### config.mk
export PLATFORM = sky130hd
export DESIGN_NAME = rx_pkt_assembler
export DESIGN_NICKNAME = d
export VERILOG_FILES = /design/src/rtl/rx_pkg.sv /design/src/rtl/rx_slot_table.sv /design/src/rtl/rx_hs_watchdog.sv /design/src/rtl/rx_pkt_check.sv /design/src/rtl/rx_pkt_assembler.sv
export SDC_FILE = /design/constraint.sdc
export NUM_CORES = 2
export LEC_CHECK = 0
export BUFFER_PORTS_ARGS = -buffer_cell sky130_fd_sc_hd__buf_4
export CAP_MARGIN = 5
export CORE_ASPECT_RATIO = 1.5
export CORE_MARGIN = 10
export CORE_UTILIZATION = 40
export CTS_BUF_LIST = sky130_fd_sc_hd__clkbuf_4 sky130_fd_sc_hd__clkbuf_8
export DETAILED_ROUTE_END_ITERATION = 6
export HOLD_SLACK_MARGIN = 0.05
export PLACE_DENSITY_LB_ADDON = 0.08
export REMOVE_ABC_BUFFERS = 1
export SLEW_MARGIN = 20
export SYNTH_ARGS = -nofsm -noshare
export SYNTH_HDL_FRONTEND = slang
export SYNTH_SLANG_ARGS = --single-unit
### constraint.sdc
create_clock -name clk -period 6.4 [get_ports clk]
set_input_delay 0.96 -clock clk [delete_from_list [all_inputs] [get_ports clk]]
set_output_delay 0.96 -clock clk [all_outputs]
set_load 0.05 [all_outputs]
### src/rtl/rx_pkg.sv
package rx_pkg;
  localparam int ADDR_W = 32;
  localparam int LEN_W  = 16;
  localparam int KEY_W  = 64;
  localparam int ACC_W  = 32;
  localparam int RJ_W   = 3;

  typedef enum logic [1:0] {
    MD_NORMAL  = 2'd0,
    MD_GUARDED = 2'd1,
    MD_ONESHOT = 2'd2,
    MD_RSVD    = 2'd3
  } slot_mode_e;

  typedef enum logic [RJ_W-1:0] {
    RJ_NONE    = 3'd0,
    RJ_OFFLINE = 3'd1,
    RJ_SLOT    = 3'd2,
    RJ_KEY     = 3'd3,
    RJ_PRIM    = 3'd4,
    RJ_SEC     = 3'd5,
    RJ_LOCK    = 3'd6
  } rej_code_e;

  typedef struct packed {
    logic              vld;
    slot_mode_e        mode;
    logic [ADDR_W-1:0] base;
    logic [ADDR_W-1:0] bound;
    logic [KEY_W-1:0]  key;
  } slot_ent_t;

  // end of packet range, one bit wider so it cannot wrap
  function automatic logic [ADDR_W:0] range_end(input logic [ADDR_W-1:0] off,
                                                input logic [LEN_W-1:0]  len);
    return {1'b0, off} + {{(ADDR_W + 1 - LEN_W){1'b0}}, len};
  endfunction

  function automatic logic fits_limit(input logic [ADDR_W-1:0] off,
                                      input logic [LEN_W-1:0]  len,
                                      input logic [ADDR_W-1:0] lim);
    return range_end(off, len) <= {1'b0, lim};
  endfunction

  function automatic logic in_window(input logic [ADDR_W-1:0] off,
                                     input logic [LEN_W-1:0]  len,
                                     input logic [ADDR_W-1:0] lo,
                                     input logic [ADDR_W-1:0] hi);
    return (off >= lo) && fits_limit(off, len, hi);
  endfunction

  function automatic logic [ACC_W-1:0] acc_step(input logic [ACC_W-1:0] acc,
                                                input logic [ACC_W-1:0] delta);
    return acc + delta;
  endfunction

  function automatic logic is_guarded(input slot_mode_e m);
    return (m == MD_GUARDED) || (m == MD_ONESHOT);
  endfunction
endpackage

### src/rtl/rx_slot_table.sv
module rx_slot_table
  import rx_pkg::*;
#(
  parameter int SLOT_N = 16,
  localparam int SLOT_W = $clog2(SLOT_N)
) (
  input  logic              clk,
  input  logic              rst_n,
  input  logic              wr_en,
  input  logic [SLOT_W-1:0] wr_idx,
  input  slot_ent_t         wr_ent,
  input  logic [SLOT_W-1:0] rd_idx,
  output slot_ent_t         rd_ent
);
  slot_ent_t ent_q [SLOT_N];

  for (genvar g = 0; g < SLOT_N; g++) begin : g_ent
    always_ff @(posedge clk or negedge rst_n) begin
      if (!rst_n) begin
        ent_q[g] <= '0;
      end else if (wr_en && (wr_idx == SLOT_W'(g))) begin
        ent_q[g] <= wr_ent;
      end
    end
  end

  assign rd_ent = ent_q[rd_idx];
endmodule

### src/rtl/rx_hs_watchdog.sv
module rx_hs_watchdog #(
  parameter int WD_LIMIT = 4096,
  localparam int CNT_W = $clog2(WD_LIMIT + 1)
) (
  input  logic clk,
  input  logic rst_n,
  input  logic kick,
  output logic online
);
  logic [CNT_W-1:0] cnt_q;
  logic             online_q;

  always_ff @(posedge clk or negedge rst_n) begin
    if (!rst_n) begin
      cnt_q    <= '0;
      online_q <= 1'b0;
    end else if (kick) begin
      cnt_q    <= '0;
      online_q <= 1'b1;
    end else if (online_q) begin
      if (cnt_q == CNT_W'(WD_LIMIT - 1)) begin
        cnt_q    <= '0;
        online_q <= 1'b0;
      end else begin
        cnt_q <= cnt_q + 1'b1;
      end
    end
  end

  assign online = online_q;
endmodule

### src/rtl/rx_pkt_check.sv
module rx_pkt_check
  import rx_pkg::*;
(
  // first pass: header against slot entry
  input  logic              online,
  input  slot_ent_t         ent,
  input  logic [KEY_W-1:0]  in_key,
  input  logic [ADDR_W-1:0] in_off,
  input  logic [LEN_W-1:0]  in_len,
  input  logic [ACC_W-1:0]  in_delta,
  input  logic              in_fast,
  output rej_code_e         s1_code,
  output logic              s1_fetch,
  // second pass: latched header against metadata entry
  input  slot_mode_e        s2_mode,
  input  logic [KEY_W-1:0]  s2_key,
  input  logic [ADDR_W-1:0] s2_off,
  input  logic [LEN_W-1:0]  s2_len,
  input  logic [ACC_W-1:0]  s2_delta,
  input  logic [ACC_W-1:0]  md_acc,
  input  logic [ADDR_W-1:0] md_lo,
  input  logic [ADDR_W-1:0] md_hi,
  input  logic [KEY_W-1:0]  md_key,
  input  logic              md_locked,
  output rej_code_e         s2_code,
  output logic [ACC_W-1:0]  s2_acc,
  output logic              s2_done
);
  logic grd1, grd2;

  assign grd1 = is_guarded(ent.mode);
  assign grd2 = is_guarded(s2_mode);

  always_comb begin
    if (!online)                                  s1_code = RJ_OFFLINE;
    else if (!ent.vld || ent.mode == MD_RSVD)     s1_code = RJ_SLOT;
    else if (!grd1 && (in_key != ent.key))        s1_code = RJ_KEY;
    else if (!fits_limit(in_off, in_len, ent.bound)) s1_code = RJ_PRIM;
    else if (grd1 && in_fast)                     s1_code = RJ_SEC;
    else                                          s1_code = RJ_NONE;
  end

  assign s1_fetch = (s1_code == RJ_NONE) && !in_fast &&
                    (grd1 || (in_delta != '0));

  always_comb begin
    if ((s2_mode == MD_ONESHOT) && md_locked)              s2_code = RJ_LOCK;
    else if (grd2 && (s2_key != md_key))                   s2_code = RJ_KEY;
    else if (grd2 && !in_window(s2_off, s2_len, md_lo, md_hi)) s2_code = RJ_SEC;
    else                                                   s2_code = RJ_NONE;
  end

  assign s2_acc  = acc_step(md_acc, s2_delta);
  assign s2_done = (s2_delta == '0) || (s2_acc == '0);
endmodule

### src/rtl/rx_pkt_assembler.sv
module rx_pkt_assembler
  import rx_pkg::*;
#(
  parameter int SLOT_N   = 16,
  parameter int MD_W     = 8,
  parameter int WD_LIMIT = 4096,
  localparam int SLOT_W  = $clog2(SLOT_N)
) (
  input  logic              clk,
  input  logic              rst_n,
  input  logic              hs_kick,
  input  logic              cfg_we,
  input  logic [SLOT_W-1:0] cfg_slot,
  input  logic              cfg_valid,
  input  logic [1:0]        cfg_mode,
  input  logic [31:0]       cfg_base,
  input  logic [31:0]       cfg_bound,
  input  logic [63:0]       cfg_key,
  input  logic              hdr_valid,
  output logic              hdr_ready,
  input  logic [SLOT_W-1:0] hdr_slot,
  input  logic [MD_W-1:0]   hdr_mdidx,
  input  logic [63:0]       hdr_key,
  input  logic [31:0]       hdr_offset,
  input  logic [15:0]       hdr_len,
  input  logic [31:0]       hdr_delta,
  input  logic [31:0]       hdr_word,
  output logic              md_rd_req,
  output logic [SLOT_W-1:0] md_rd_slot,
  output logic [MD_W-1:0]   md_rd_idx,
  input  logic              md_rd_ack,
  input  logic [31:0]       md_rd_acc,
  input  logic [31:0]       md_rd_lo,
  input  logic [31:0]       md_rd_hi,
  input  logic [63:0]       md_rd_key,
  input  logic              md_rd_locked,
  output logic              md_wr_req,
  output logic [SLOT_W-1:0] md_wr_slot,
  output logic [MD_W-1:0]   md_wr_idx,
  output logic [31:0]       md_wr_acc,
  output logic              md_wr_lock,
  output logic              dma_valid,
  output logic [31:0]       dma_addr,
  output logic [15:0]       dma_len,
  output logic              rej_valid,
  output logic [2:0]        rej_code,
  output logic              done_valid,
  output logic [SLOT_W-1:0] done_slot,
  output logic [MD_W-1:0]   done_idx,
  output logic              done_fast,
  output logic [31:0]       done_word
);
  typedef enum logic {ST_IDLE, ST_WAIT} st_e;

  st_e               st_q;
  slot_ent_t         cfg_ent, rd_ent;
  logic              online_w;
  logic              take_w, fast_w, resolve_w;
  rej_code_e         s1_code_w, s2_code_w;
  logic              s1_fetch_w, s2_done_w;
  logic [ACC_W-1:0]  s2_acc_w;

  // header held while the metadata read is in flight
  logic [SLOT_W-1:0] h_slot;
  logic [MD_W-1:0]   h_idx;
  logic [KEY_W-1:0]  h_key;
  logic [ADDR_W-1:0] h_off, h_base;
  logic [LEN_W-1:0]  h_len;
  logic [ACC_W-1:0]  h_delta;
  slot_mode_e        h_mode;

  assign cfg_ent = '{vld: cfg_valid, mode: slot_mode_e'(cfg_mode),
                     base: cfg_base, bound: cfg_bound, key: cfg_key};

  rx_slot_table #(.SLOT_N(SLOT_N)) i_table (
    .clk    (clk),
    .rst_n  (rst_n),
    .wr_en  (cfg_we),
    .wr_idx (cfg_slot),
    .wr_ent (cfg_ent),
    .rd_idx (hdr_slot),
    .rd_ent (rd_ent)
  );

  rx_hs_watchdog #(.WD_LIMIT(WD_LIMIT)) i_wdog (
    .clk    (clk),
    .rst_n  (rst_n),
    .kick   (hs_kick),
    .online (online_w)
  );

  assign hdr_ready = (st_q == ST_IDLE);
  assign take_w    = hdr_valid && hdr_ready;
  assign fast_w    = &hdr_mdidx;
  assign resolve_w = (st_q == ST_WAIT) && md_rd_ack;

  rx_pkt_check i_check (
    .online    (online_w),
    .ent       (rd_ent),
    .in_key    (hdr_key),
    .in_off    (hdr_offset),
    .in_len    (hdr_len),
    .in_delta  (hdr_delta),
    .in_fast   (fast_w),
    .s1_code   (s1_code_w),
    .s1_fetch  (s1_fetch_w),
    .s2_mode   (h_mode),
    .s2_key    (h_key),
    .s2_off    (h_off),
    .s2_len    (h_len),
    .s2_delta  (h_delta),
    .md_acc    (md_rd_acc),
    .md_lo     (md_rd_lo),
    .md_hi     (md_rd_hi),
    .md_key    (md_rd_key),
    .md_locked (md_rd_locked),
    .s2_code   (s2_code_w),
    .s2_acc    (s2_acc_w),
    .s2_done   (s2_done_w)
  );

  always_ff @(posedge clk or negedge rst_n) begin
    if (!rst_n) begin
      st_q       <= ST_IDLE;
      h_slot     <= '0;
      h_idx      <= '0;
      h_key      <= '0;
      h_off      <= '0;
      h_base     <= '0;
      h_len      <= '0;
      h_delta    <= '0;
      h_mode     <= MD_NORMAL;
      md_rd_req  <= 1'b0;
      md_rd_slot <= '0;
      md_rd_idx  <= '0;
      md_wr_req  <= 1'b0;
      md_wr_slot <= '0;
      md_wr_idx  <= '0;
      md_wr_acc  <= '0;
      md_wr_lock <= 1'b0;
      dma_valid  <= 1'b0;
      dma_addr   <= '0;
      dma_len    <= '0;
      rej_valid  <= 1'b0;
      rej_code   <= '0;
      done_valid <= 1'b0;
      done_slot  <= '0;
      done_idx   <= '0;
      done_fast  <= 1'b0;
      done_word  <= '0;
    end else begin
      md_rd_req  <= 1'b0;
      md_wr_req  <= 1'b0;
      md_wr_lock <= 1'b0;
      dma_valid  <= 1'b0;
      rej_valid  <= 1'b0;
      done_valid <= 1'b0;
      if (take_w) begin
        h_slot  <= hdr_slot;
        h_idx   <= hdr_mdidx;
        h_key   <= hdr_key;
        h_off   <= hdr_offset;
        h_base  <= rd_ent.base;
        h_len   <= hdr_len;
        h_delta <= hdr_delta;
        h_mode  <= rd_ent.mode;
        if (s1_fetch_w) begin
          md_rd_req  <= 1'b1;
          md_rd_slot <= hdr_slot;
          md_rd_idx  <= hdr_mdidx;
          st_q       <= ST_WAIT;
        end else if (s1_code_w != RJ_NONE) begin
          rej_valid <= 1'b1;
          rej_code  <= s1_code_w;
        end else begin
          // fast header or zero delta in a normal slot: complete now
          dma_valid  <= 1'b1;
          dma_addr   <= rd_ent.base + hdr_offset;
          dma_len    <= hdr_len;
          done_valid <= 1'b1;
          done_slot  <= hdr_slot;
          done_idx   <= hdr_mdidx;
          done_fast  <= fast_w;
          done_word  <= fast_w ? hdr_word : '0;
        end
      end else if (resolve_w) begin
        st_q <= ST_IDLE;
        if (s2_code_w != RJ_NONE) begin
          rej_valid <= 1'b1;
          rej_code  <= s2_code_w;
        end else begin
          dma_valid <= 1'b1;
          dma_addr  <= h_base + h_off;
          dma_len   <= h_len;
          if ((h_delta != '0) || ((h_mode == MD_ONESHOT) && s2_done_w)) begin
            md_wr_req  <= 1'b1;
            md_wr_slot <= h_slot;
            md_wr_idx  <= h_idx;
            md_wr_acc  <= s2_acc_w;
            md_wr_lock <= (h_mode == MD_ONESHOT) && s2_done_w;
          end
          if (s2_done_w) begin
            done_valid <= 1'b1;
            done_slot  <= h_slot;
            done_idx   <= h_idx;
            done_fast  <= 1'b0;
            done_word  <= '0;
          end
        end
      end
    end
  end
endmodule

After elaboration in Yosys (flattened, before gate mapping)
Index checks and enable logic that the tools add are counted.

word-level totals
  bits in registers = 2,459
  input bits = 490
  word-level logic and storage cells = 291

cells by class
  add/subtract/negate cells = 6
  $lt $le $gt $ge = 4
  eq/ne operators = 28
  multiplexer cells = 84
  bitwise operators = 4
  reduce and logical (&&, ||, !) cells = 56

operators by type and width
  kind                                                                      count
  131-bit binary-select mux with 4-bit select                               1
  32-bit 2-to-1 mux                                                         12
  131-bit 2-to-1 mux                                                        2
  64-bit != test                                                            2
  32-bit adder                                                              3
  16-bit 2-to-1 mux                                                         5
  32-bit by 16-bit adder with 33-bit output                                 2
  33-bit by 32-bit less-or-equal comparator with 1-bit output               2
  32-bit zero test                                                          2
  32-bit nonzero test                                                       2
  8-bit 2-to-1 mux                                                          6
  13-bit 2-to-1 mux                                                         3
  3-bit 2-to-1 mux                                                          13
  1-bit 2-to-1 mux                                                          36
  4-bit equality test (second input constant)                               8
  32-bit greater-or-equal comparator                                        1
  1-bit logical AND                                                         27
  4-bit 2-to-1 mux                                                          6
  4-bit by 3-bit equality test with 1-bit output (second input constant)    4
  13-bit by 1-bit adder with 13-bit output (second input constant)          1
  13-bit by 12-bit equality test with 1-bit output (second input constant)  1
  4-bit AND reduction                                                       3
  4-bit by 2-bit equality test with 1-bit output (second input constant)    2
  8-bit AND reduction                                                       1
  16 further kinds                                                          37

Longest topological paths before layout
  depth in word-level cells = 17
  depth in mapped cells = 27
  mapped depth without buffers = 25

Hierarchy
A second synthesis with hierarchy kept.

second synthesis, totals
  cells, all modules = 8,424
  area, all modules = 118,871.5 um^2

by module, submodules not included
  module            instances  cells an instance  area each (um^2)
  rx_slot_table     1          5,512              93,552.2
  rx_pkt_assembler  1          1,778              16,816.1
  rx_pkt_check      1          1,054              7,729.9
  rx_hs_watchdog    1          80                 773.2

Worst setup path after synthesis
OpenSTA, ideal clock, no wires.

  path kind = input port to flip-flop
  start = input port hdr_slot[0]
  end = register dma_addr[30]
  setup time = 0.125 ns
  arrival = 6.730 ns
  required time = 6.275 ns
  slack = -0.454 ns
  stages on the path = 25
  buffers on the path = 9
  path through = buf_6 buf_12 buf_12 buf_6 buf_6 buf_4 clkbuf_1 clkbuf_1 buf_1 mux4_2 mux4_2 ha_1 inv_1 fa_1 nor2b_1 o31ai_1 a2111oi_0 nor4b_1 o31a_1 o221ai_1 a21o_1 a21oi_1 xor2_1 o211ai_1 mux2_2

RTL lines
  element                 RTL line                 text
  start: declaration      rx_pkt_assembler.sv:21   input logic [SLOT_W-1:0] hdr_slot,
  end signal: assignment  rx_pkt_assembler.sv:178  dma_addr <= rd_ent.base + hdr_offset;
  end signal: assignment  rx_pkt_assembler.sv:193  dma_addr <= h_base + h_off;
  end: declaration        rx_pkt_assembler.sv:43   output logic [31:0] dma_addr,

Final worst setup path
  start = register h_off[0]
  end = register done_idx[4]

on the way
  cells in the longest elaborated chain, start to end = 11
  elaborated cells on any way between the ends = 12

ends and longest elaborated chain
  element                                                      RTL line                 text
  start: declaration                                           rx_pkt_assembler.sv:67   logic [ADDR_W-1:0] h_off, h_base;
  start signal: assignment                                     rx_pkt_assembler.sv:162  h_off <= hdr_offset;
  32-bit by 16-bit adder with 33-bit output                    rx_pkg.sv:36             return {1'b0, off} + {{(ADDR_W + 1 - LEN_W){1'b0}}, len};
  33-bit by 32-bit less-or-equal comparator with 1-bit output  rx_pkg.sv:42             return range_end(off, len) <= {1'b0, lim};
  1-bit logical AND *                                          rx_pkg.sv:49             return (off >= lo) && fits_limit(off, len, hi);
  1-bit zero test *                                            rx_pkt_check.sv:49       else if (grd2 && !in_window(s2_off, s2_len, md_lo, md_hi)) s2_code = RJ_SEC;
  1-bit logical AND *                                          rx_pkt_check.sv:49
  3-bit 2-to-1 mux *                                           rx_pkt_check.sv:49
  3-bit 2-to-1 mux *                                           rx_pkt_check.sv:48       else if (grd2 && (s2_key != md_key)) s2_code = RJ_KEY;
  3-bit 2-to-1 mux *                                           rx_pkt_check.sv:47       if ((s2_mode == MD_ONESHOT) && md_locked) s2_code = RJ_LOCK;
  3-bit nonzero test *                                         rx_pkt_assembler.sv:188  if (s2_code_w != RJ_NONE) begin
  2-bit != test (no line) *                                    n/a
  5-bit AND reduction (no line) *                              n/a
  end signal: assignment                                       rx_pkt_assembler.sv:182  done_idx <= hdr_mdidx;
  end signal: assignment                                       rx_pkt_assembler.sv:205  done_idx <= h_idx;
  end: declaration                                             rx_pkt_assembler.sv:49   output logic [MD_W-1:0] done_idx,

Mark *: on every way between the ends. The rest lies on a longest branch, timed or not.
A chain may end at the register's enable or synchronous reset.

==> results by group <==
Logic synthesis
  • Yosys warnings: 0
  • Syn avg cell area: 13.7 µm²
  • Yosys cell types: 91
  • Yosys reg bits: 2,459
  • Top_reg_cell synth: dfrtp_1
  • Synth Instances: between 8,000 and 9,000
  • Seq/Total Area, Yosys: 51.5%
  • Async S/R FF share, synth: 100%
  • Post-synth EDFFs: 0
  • Netlist Area Pre-Place: ~120,000 µm²

Placed design
  • GPL Wtd Cong: 0.890
  • Dpl cells: 12,944
  • HPWL after detailed placement: 264,000 µm
  • IO buf count: ~650

GRT
  • Largest net degree at the start of global routing: 164
  • Busiest layer in global routing: met2
  • Met2 usage: 42.0%
  • Met1 usage: 31.1%
  • Vias in the first global route: 82,786
  • GR Util met3: 4.87%
  • Initial antenna violation count: 74
  • First-pass GRT wire length: 586,000 µm
  • All-Layer GR Usage: 24.6%
  • Grt ovf: 0

Critical path
  • Largest delay contributor family on the critical path: compound AO/OA/AOI/OAI gates
  • CP arrival: 6960 ps
  • Largest stage delay, worst path: 410 ps
  • Crit end category: register
  • Worst R2R Start: h_off[0]$_DFFE_PN0P_
  • CP Max Fanout: 12
  • Flop2flop setup slack: 330 ps
  • Worst r2r dst: done_idx[4]$_DFFE_PN0P_
  • Bufs and invs on worst path: 3
  • Worst path required time: 7290 ps
  • CP Launch Type: register
  • Slowest-stage cell, CP: fa_1
  • Crit Path Category: reg -> reg
  • Worst R2R Path Depth: 25

Floorplanning
  • Row count: 245
  • Die H: 689 µm
  • Starting Density: 40.2%
  • Die area: between 300,000 and 400,000 µm²
  • Die Wd: 466 µm
  • Top Ports: 649
  • Area of the core: 297,000 µm²

Clock network
  • Clk root buf: clkbuf_8
  • TritonCTS clock tree: built
  • CTS Sinks: approximately 2,500
  • Total CTS buffers: 408
  • Clock Tree Buf Depth: 4
  • Worst skew pair latency: roughly 1100 ps
  • H-tree depth: 5
  • Worst-path clk slew: roughly 60 ps

Detailed routing
  • DRT Wirelength: 403,000 µm
  • Vias/cell: 5.58
  • Initial DRC Count: approximately 4,700
  • WL/cell: 29.4 µm
  • Remaining antenna violation count: 0
  • Iteration count of the initial detailed-routing pass: 7
  • Drt drc: 0
  • DR vias: 76,601

Timing
  • Fin. Hold Viols: 0
  • RSZ-0062 raised after global routing: false
  • Slew headroom: 23.5%
  • Worst clock skew: 57.4 ps
  • Worst slew pin tran: 1150 ps
  • Minimum clock period: about 6100 ps
  • Slew Limit Fails: 0
  • Tcrit/Tclk final: 94.8%
  • Fmax achieved: between 0.15 and 0.2 GHz
  • Hold slack: between 150 and 200 ps
  • Final setup fails: 0

Flow run
  • Max-cap violations: 0

Pwr
  • Pwr dens: approximately 360 nW/µm²
  • Worst ir drop on vdd: 0.197 mV
  • Leak: 62.4 nW

Worst hold path
  • Hold Crit Depth: 3
  • Min-delay src: hdr_key[14]
  • Hold Crit Class: in -> reg
  • Min-Delay Endpoint: h_key[14]$_DFFE_PN0P_

Layout
  • Commonest non-fill, non-tap cell in the layout: dfrtp_1
  • Commonest cells after routing, fill and taps aside: dfrtp_1, mux2_2, buf_4, nand2_1, clkbuf_8
  • Fin cells: ~14,000
  • Share of cells above drive strength 1: 45.2%
  • Final net count: about 10,000
  • Area Growth Syn to Fin: 16.3%

Outcome
  • Status: finished, final reports clean
per-stage QoR:
stage                     cell area [µm²]  worst slack [ps]  setup TNS, ps  utilization, %  power, mW
after detailed placement           130000              -516         -27800            43.6       35.0
after global placement             130000              -421         -23130            43.6       34.5
after global routing               139000              31.3              0            46.7       52.3
after floorplan                    117000             -3330       -2180050               -       29.8
after CTS                          139000              10.4              0            46.7       50.2
final                              139000               331              0            46.7       49.6
how the worst max path moves through the flow:
stage	startpoint	cells after the start	to
2_1_floorplan	hdr_valid	4	md_rd_idx[0]$_DFFE_PN0P_
3_3_place_gp	hdr_offset[0]	26	dma_addr[20]$_DFFE_PN0P_
4_1_cts	h_off[1]$_DFFE_PN0P_	27	done_word[24]$_DFFE_PN0P_
3_5_place_dp	hdr_offset[0]	26	dma_addr[20]$_DFFE_PN0P_
5_1_grt	h_len[1]$_DFFE_PN0P_	26	done_idx[4]$_DFFE_PN0P_
6_report	h_off[0]$_DFFE_PN0P_	25	done_idx[4]$_DFFE_PN0P_
logic make-up (layout without fill, tap and decap cells):
family / count (synthesis) / in the layout / share of synthesized area, %
AOI/OAI and AO/OA: 684 / 684 / 3.79
xor gates and xnor gates: 285 / 285 / 2.09
adders and majority gates: 229 / 229 / 2.43
buffers and inverters: 822 / 1863 / 2.88
DFF: 2459 / 2459 / 51.5
muxes: 2970 / 2970 / 32.6
other: 0 / 28 / 0
and+or+nand+nor: 1252 / 1252 / 4.68
sequential cells by signal, summed over array words and instances (netlist names), 13 cells and up:
register / count
done_word: 32
i_table.ent_q: 2096
i_wdog.cnt_q: 13
md_wr_acc: 32
dma_addr: 32
h_len: 16
h_base: 32
dma_len: 16
h_key: 64
h_delta: 32
h_off: 32
area by class of cell:
class	instances	area, µm²
Inverter	209	802
Clock inverter	51	483
Clock buffer	662	8280
Multi-Input combinational cell	5420	54700
Fill cell	26452	158000
Antenna cell	28	70.1
Tap cell	3952	4940
Sequential cell	2459	61500
Timing Repair Buffer	941	8090
Yosys cell counts, types with 139 or more instances:
cell	n	area (µm²)
nand2_1	747	2800
clkbuf_1	466	1750
o21ai_0	139	696
mux4_2	510	11500
dfrtp_1	2459	61500
a21oi_1	165	826
xnor2_1	156	1370
inv_1	205	769
nor2_1	146	548
mux2_2	2203	24800
mux2i_1	240	2400
ha_1	224	2800
routing by layer:
layer  share of wire (%)  routed length, µm
met1                  41             167000
met2                  50             200000
met3                 5.4              22000
met4                 3.5              14300
met5                0.10                412
where the power goes:
| group | internal [mW] | switching [mW] | total (mW) | leakage [nW] |
|---|---|---|---|---|
| clock | 8.41 | 6.58 | 15.0 | 4.66 |
| sequential | 19.2 | 2.02 | 21.2 | 30.1 |
| combinational | 6.51 | 6.90 | 13.4 | 27.6 |
timing repair:
| action | in CTS | in global routing |
|---|---|---|
| endpoints found under the hold margin | 112 | 0 |
| hold buffers | 34 | 0 |
| gates resized for setup | 0 | 10 |
| setup buffers | 0 | 3 |
| endpoints found under the setup margin | 0 | 119 |
worst min-delay path: stages:
cell	delay [ps]
buf_4	110
nand2_1	50
nand2_1	50
(Power assumes the default switching activity.)
